`src/rtl/irqc_pkg.sv`:
```
package irqc_pkg;
    localparam int DW    = 8;
    localparam int AW    = 4;
    localparam int NFLAG = DW - 1;
    localparam int SEL_BIT = DW - 1;

    localparam logic [AW-1:0] ADR_T1_CNT_LO = 4'h4;
    localparam logic [AW-1:0] ADR_T1_CNT_HI = 4'h5;
    localparam logic [AW-1:0] ADR_T1_LAT_HI = 4'h7;
    localparam logic [AW-1:0] ADR_T2_CNT_LO = 4'h8;
    localparam logic [AW-1:0] ADR_T2_CNT_HI = 4'h9;
    localparam logic [AW-1:0] ADR_SHIFT     = 4'hA;
    localparam logic [AW-1:0] ADR_FLAG      = 4'hD;
    localparam logic [AW-1:0] ADR_MASK      = 4'hE;

    localparam int BIT_SHIFT = 2;
    localparam int BIT_T2    = 5;
    localparam int BIT_T1    = 6;

    typedef struct packed {
        logic [NFLAG-1:0] flag;
        logic [NFLAG-1:0] mask;
        logic             irq;
    } irqc_state_t;
endpackage

```
`src/rtl/irqc_decode.sv`:
```
module irqc_decode
    import irqc_pkg::*;
(
    input  logic [AW-1:0]    reg_sel,
    input  logic             rd_en,
    input  logic             wr_en,
    input  logic [DW-1:0]    wr_data,
    output logic [NFLAG-1:0] clr_vec,
    output logic             mask_wr,
    output logic             mask_set,
    output logic [NFLAG-1:0] mask_bits
);
    logic t1_hit;
    logic t2_hit;
    logic sh_hit;

    always_comb begin
        t1_hit = (rd_en && reg_sel == ADR_T1_CNT_LO)
              || (wr_en && (reg_sel == ADR_T1_CNT_HI || reg_sel == ADR_T1_LAT_HI));
        t2_hit = (rd_en && reg_sel == ADR_T2_CNT_LO)
              || (wr_en && reg_sel == ADR_T2_CNT_HI);
        sh_hit = rd_en && reg_sel == ADR_SHIFT;

        clr_vec = '0;
        if (wr_en && reg_sel == ADR_FLAG) begin
            clr_vec = wr_data[NFLAG-1:0];
        end
        if (t1_hit) clr_vec[BIT_T1]    = 1'b1;
        if (t2_hit) clr_vec[BIT_T2]    = 1'b1;
        if (sh_hit) clr_vec[BIT_SHIFT] = 1'b1;

        mask_wr   = wr_en && reg_sel == ADR_MASK;
        mask_set  = wr_data[SEL_BIT];
        mask_bits = wr_data[NFLAG-1:0];
    end
endmodule

```
`src/rtl/irqc_core.sv`:
```
module irqc_core
    import irqc_pkg::*;
(
    input  logic             clk,
    input  logic             rst_n,
    input  logic [NFLAG-1:0] evt_set,
    input  logic [NFLAG-1:0] clr_vec,
    input  logic             mask_wr,
    input  logic             mask_set,
    input  logic [NFLAG-1:0] mask_bits,
    output logic [NFLAG-1:0] flag_q,
    output logic [NFLAG-1:0] mask_q,
    output logic             irq_q
);
    irqc_state_t st_d;
    irqc_state_t st_q;

    always_comb begin
        st_d      = st_q;
        st_d.irq  = |(st_q.flag & st_q.mask);
        st_d.flag = (st_q.flag & ~clr_vec) | evt_set;
        if (mask_wr) begin
            st_d.mask = mask_set ? (st_q.mask | mask_bits)
                                 : (st_q.mask & ~mask_bits);
        end
    end

    always_ff @(posedge clk or negedge rst_n) begin
        if (!rst_n) st_q <= '0;
        else        st_q <= st_d;
    end

    assign flag_q = st_q.flag;
    assign mask_q = st_q.mask;
    assign irq_q  = st_q.irq;


    irq_track_chk: assert property (@(posedge clk) disable iff (!rst_n)
        1'b1 |=> (irq_q == $past(|(flag_q & mask_q))));


    set_wins_chk: assert property (@(posedge clk) disable iff (!rst_n)
        (|evt_set) |=> ((flag_q & $past(evt_set)) == $past(evt_set)));


    clr_done_chk: assert property (@(posedge clk) disable iff (!rst_n)
        (|(clr_vec & ~evt_set)) |=> ((flag_q & $past(clr_vec & ~evt_set)) == 7'd0));


    mask_set_chk: assert property (@(posedge clk) disable iff (!rst_n)
        (mask_wr && mask_set) |=> ((mask_q & $past(mask_bits)) == $past(mask_bits)));


    mask_clr_chk: assert property (@(posedge clk) disable iff (!rst_n)
        (mask_wr && !mask_set) |=> ((mask_q & $past(mask_bits)) == 7'd0));


    no_spurious_flag_chk: assert property (@(posedge clk) disable iff (!rst_n)
        1'b1 |=> ((flag_q & ~$past(flag_q) & ~$past(evt_set)) == 7'd0));
endmodule

```
`src/rtl/irqc_readback.sv`:
```
module irqc_readback
    import irqc_pkg::*;
(
    input  logic [AW-1:0]    reg_sel,
    input  logic [NFLAG-1:0] flag,
    input  logic [NFLAG-1:0] mask,
    output logic [DW-1:0]    rd_data
);
    always_comb begin
        unique case (reg_sel)
            ADR_FLAG: rd_data = {|(flag & mask), flag};
            ADR_MASK: rd_data = {1'b1, mask};
            default:  rd_data = '0;
        endcase
    end
endmodule

```
`src/rtl/irq_flag_ctrl.sv`:
```
module irq_flag_ctrl
    import irqc_pkg::*;
(
    input  logic             clk,
    input  logic             rst_n,
    input  logic [AW-1:0]    reg_sel,
    input  logic             rd_en,
    input  logic             wr_en,
    input  logic [DW-1:0]    wr_data,
    output logic [DW-1:0]    rd_data,
    input  logic [NFLAG-1:0] evt_set,
    output logic             irq
);
    logic [NFLAG-1:0] clr_vec;
    logic             mask_wr;
    logic             mask_set;
    logic [NFLAG-1:0] mask_bits;
    logic [NFLAG-1:0] flag_q;
    logic [NFLAG-1:0] mask_q;

    irqc_decode u_decode (
        .reg_sel   (reg_sel),
        .rd_en     (rd_en),
        .wr_en     (wr_en),
        .wr_data   (wr_data),
        .clr_vec   (clr_vec),
        .mask_wr   (mask_wr),
        .mask_set  (mask_set),
        .mask_bits (mask_bits)
    );

    irqc_core u_core (
        .clk       (clk),
        .rst_n     (rst_n),
        .evt_set   (evt_set),
        .clr_vec   (clr_vec),
        .mask_wr   (mask_wr),
        .mask_set  (mask_set),
        .mask_bits (mask_bits),
        .flag_q    (flag_q),
        .mask_q    (mask_q),
        .irq_q     (irq)
    );

    irqc_readback u_readback (
        .reg_sel (reg_sel),
        .flag    (flag_q),
        .mask    (mask_q),
        .rd_data (rd_data)
    );
endmodule

```
`config.mk`:
```
export PLATFORM = sky130hd
export DESIGN_NAME = irq_flag_ctrl
export DESIGN_NICKNAME = d
export VERILOG_FILES = /design/src/rtl/irqc_pkg.sv /design/src/rtl/irqc_decode.sv /design/src/rtl/irqc_core.sv /design/src/rtl/irqc_readback.sv /design/src/rtl/irq_flag_ctrl.sv
export SDC_FILE = /design/constraint.sdc
export NUM_CORES = 1
export LEC_CHECK = 0
export BUFFER_PORTS_ARGS = -buffer_cell sky130_fd_sc_hd__buf_2
export CAP_MARGIN = 20
export CORE_ASPECT_RATIO = 1.2
export CORE_MARGIN = 1.5
export CORE_UTILIZATION = 44
export CTS_CLUSTER_DIAMETER = 120
export DETAILED_ROUTE_END_ITERATION = 12
export GPL_TIMING_DRIVEN = 0
export PLACE_DENSITY = 0.74
export SLEW_MARGIN = 20
export SYNTH_ARGS = -nofsm -noshare
export SYNTH_HDL_FRONTEND = slang
export SYNTH_HIERARCHICAL = 1
export SYNTH_SLANG_ARGS = --single-unit
```
`constraint.sdc`:
```
create_clock -name clk -period 0.88 [get_ports clk]
set_input_delay 0.044 -clock clk [delete_from_list [all_inputs] [get_ports clk]]
set_output_delay 0.044 -clock clk [all_outputs]
set_load 0.01 [all_outputs]
```
Word level (Yosys, flattened, before mapping)

Index checks and enable logic that the tools add are counted.

Bits in registers: 15
Output and inout bits: 9
Input port bits: 23
Word-level logic and storage cells: 35

Reduce and logical (&&, ||, !) cells: 11
Mux-type cells: 6
Bitwise gates (word level): 7
Eq/ne operators: 8

Operators with widths:

| kind               | number |
|---|---|
| $and 7x7->7        | 3 |
| $eq 4x4->1 const B | 5 |
| $pmux 8 s2         | 1 |
| $mux 7             | 2 |
| $not 7->7          | 2 |
| $or 7x7->7         | 2 |
| $eq 4x3->1 const B | 3 |
| $logic_and 1x1->1  | 7 |
| $reduce_or 7->1    | 1 |
| $logic_or 1x1->1   | 3 |
| $mux 1             | 3 |

Depth between registers and ports, before layout

Depth after elaboration: 8
Gate-level depth with buffers: 5
Depth with buffers taken out: 5

Modules after synthesis

Netlist, hierarchy kept.

Modules (own cells, without submodules):

| module        | instances | cells an instance | seq. area each (sq um) | area each (sq um) |
|---|---|---|---|---|
| irqc_core     | 1         | 47                | 375.4                  | 589.3 |
| irqc_decode   | 1         | 24                | 0.0                    | 191.4 |
| irqc_readback | 1         | 25                | 0.0                    | 162.7 |

Worst setup path before layout

No wires, ideal clock.

Kind: input to register
Start point: input reg_sel[3]
End point: register with a tool-made name
Buffers on the path: 0
Stages: 4
Data required time: 0.753 ns
Data arrival time: 0.963 ns
Library setup time: 0.127 ns
Slack: -0.211 ns
Cells stage by stage: nand3_2 -> nor3_1 -> nand2_1 -> mux2_1

RTL lines:

| element         | RTL line           | RTL |
|---|---|---|
| start, declared | irq_flag_ctrl.sv:6 | `input logic [AW-1:0] reg_sel,` |

==> impl_results.md <==
* Status: finished, violations left
* Failing checks: negative setup slack
* Pin count of the biggest net entering global routing at 16
* Diode count at 0
* DP HPWL at 1590 um
* CTS Buf Count at 3
* Crit-path cells: a22o_1, a221oi_2, a31oi_1, buf_2
* Initial Util at 46.0%
* Iteration-0 DRC count of the detailed router at 18
* R2R Path End: u_core/irq_q$_DFF_PN0_
* Root buf cell: clkbuf_4
* Most common cell after layout, fill and taps aside: buf_2
* P&R area growth vs syn at 54.6%
* Critical Path Source Type: flop
* Maximum VDD drop at 1.12 mV
* Syn nets at 119
* Max-cap violations at 0
* Die width at 45.3 um
* Hold path cells at 2
* Main synth FF type: dfrtp_1
* Post-synthesis sequential area ratio at 39.8%
* Core ar. at 0.00205 sq mm
* Critical path required time at 0.84 ns
* Layout cells sized above 1 at 51.0%
* Die area at 0.00243 sq mm
* P per Cell Area at 1300 mW/mm^2
* Leakage at 0.680 nW
* Slew @ Worst Pin at 0.357 ns
* Clock Skew at 0.00562 ns
* Clock Sinks at 15
* Post-synth EDFFs at 0
* CTS max path bufs at 2
* Vias after detailed routing at 943
* Crit end category: output port
* Grt ovf at 0
* Slew Limit Fails at 0
* Highest-count cells in the layout ignoring fill and taps: buf_2 (28), buf_4 (24), dfrtp_1 (14)
* H-tree depth at 1
* Final hold violations at 0
* Final period util at 163%
* RSZ-0062 raised after global routing: true
* Final worst slack at -0.554 ns
* Max incr delay on CP at 0.42 ns
* Worst hold slack at 0.0454 ns
* WP buf/inv at 1
* Gpl congestion at 0.806
* Async SR Flop Fraction at 100%
* FMAX at 697 MHz
* Wire per inst at 13.4 um
* First-pass GRT wire length at 3820 um
* Post-Place Setup Slack at -0.322 ns
* Setup TNS at -3.24 ns
* CTS clk-pin slew, worst paths at 0.10 ns
* Hold Path Class: in -> reg
* Antenna-violating nets left at 0
* Synthesized area at 943 sq um
* TritonRoute pass-1 iters at 4
* Ports at 32
* DRC violations left at 0
* Initial antenna violation count at 0
* Gr usage total at 21.7%
* Post-Synthesis Cells at 96
* Rel. slew slack at 76.2%
* Row count at 18
* CP max-delay cell: dfrtp_1
* Worst-Skew Late Latency at 0.28 ns
* Count of state elements after synthesis at 15
* Synth warn at 6
* Critical Path Fanout Max at 4
* Worst reg2reg setup slack at -0.36 ns
* Minimum clock period at 1.43 ns
* Post-Syn Area per Cell at 9.83 sq um
* Final net count at 179
* Vias in the first global route at 887
* Die Ht at 53.7 um
* CTS tree: yes
* Avg Vias per Cell at 5.10
* Worst Reg-to-Reg Cells at 4
* Yosys cell types at 26
* # setup viols final at 14
* Final wirelength at 2490 um
* I/O Buffers at 30
* CP Class: reg -> out
* Total Power at 1.90 mW
* Worst EP arrival at 1.39 ns
* Worst Hold Launch: wr_data[7]
* Top delay family on crit path: compound AO/OA/AOI/OAI gates
## kinds of logic after synthesis
group           count (synthesis)  share of synthesized area (%)
compound gates                 28                           24.1
buf+inv                        18                           11.1
simple gates                   28                           16.6
mux                             7                           8.36
flops                          15                           39.8
## worst register-to-register path, stage by stage, from the launching register on
cell and delay (ns):
dfrtp_1 0.42, buf_6 0.13, buf_6 0.10, a222oi_1 0.32, nand3_1 0.14
## cell usage after synthesis (2+ instances only)
| cell type | count | area share, % |
|---|---|---|
| a22oi_1 | 11 | 8.8 |
| buf_4 | 10 | 8.0 |
| inv_1 | 8 | 3.2 |
| and2_1 | 4 | 2.7 |
| nor2_1 | 7 | 2.8 |
| a21o_1 | 7 | 5.6 |
| a32o_1 | 2 | 2.1 |
| mux2_1 | 7 | 8.4 |
| nand2_1 | 8 | 3.2 |
| dfrtp_1 | 15 | 40 |
| nor2b_1 | 2 | 1.3 |
## per-layer routing
layer  vias to the layer above  GRT usage (%)  part of all wire [%]
met4                         0           8.82                   1.6
met1                       453           27.3                    42
met5                         -              0                     0
met3                         4           3.02                   3.3
met2                        30           36.9                    53
li1                        456              -                     -
## power by group
group	leakage (nW)	internal, mW	switching [mW]
registers	0.162	0.770	0.0791
logic	0.501	0.398	0.248
clock network	0.0177	0.169	0.231
total	0.680	1.34	0.559
## area by class of cell
cell class              count  area [sq um]
fillers                   158           591
multi-input cells          63           531
repair buffers             55           382
flip-flops and latches     15           377
plain buffers              10          75.1
well taps                  30          37.5
inverters                   8          30.0
clock buffers               3          22.5
clock inverters             1          5.00
## worst max-delay path by stage
stage | start | to | slack [ns] | depth (start not counted)
2_1_floorplan | flop | rd_data[7] | -0.08 | 3
4_1_cts | flop | rd_data[7] | -0.55 | 4
3_3_place_gp | reg_sel[1] | flop | -0.29 | 5
6_report | flop | rd_data[7] | -0.55 | 4
3_5_place_dp | reg_sel[1] | flop | -0.32 | 5
5_1_grt | flop | rd_data[7] | -0.65 | 4
## stage by stage
stage	cells	cell area, sq um	util (%)
5_1_grt	185	1460	71.2
3_3_place_gp	156	1140	55.7
2_1_floorplan	96	955	-
6_report	185	1460	71.2
4_1_cts	177	1350	65.7
3_5_place_dp	156	1140	55.7
## repair_timing
item | in CTS | in global routing
hold buffers | 8 | 0
hold endpoints to repair | 22 | 0
setup buffers | 9 | 11
resized for setup | 7 | 13
pin swaps | 1 | 7
endpoints found under the setup margin | 11 | 23
Power figures use the tool's default switching activity.
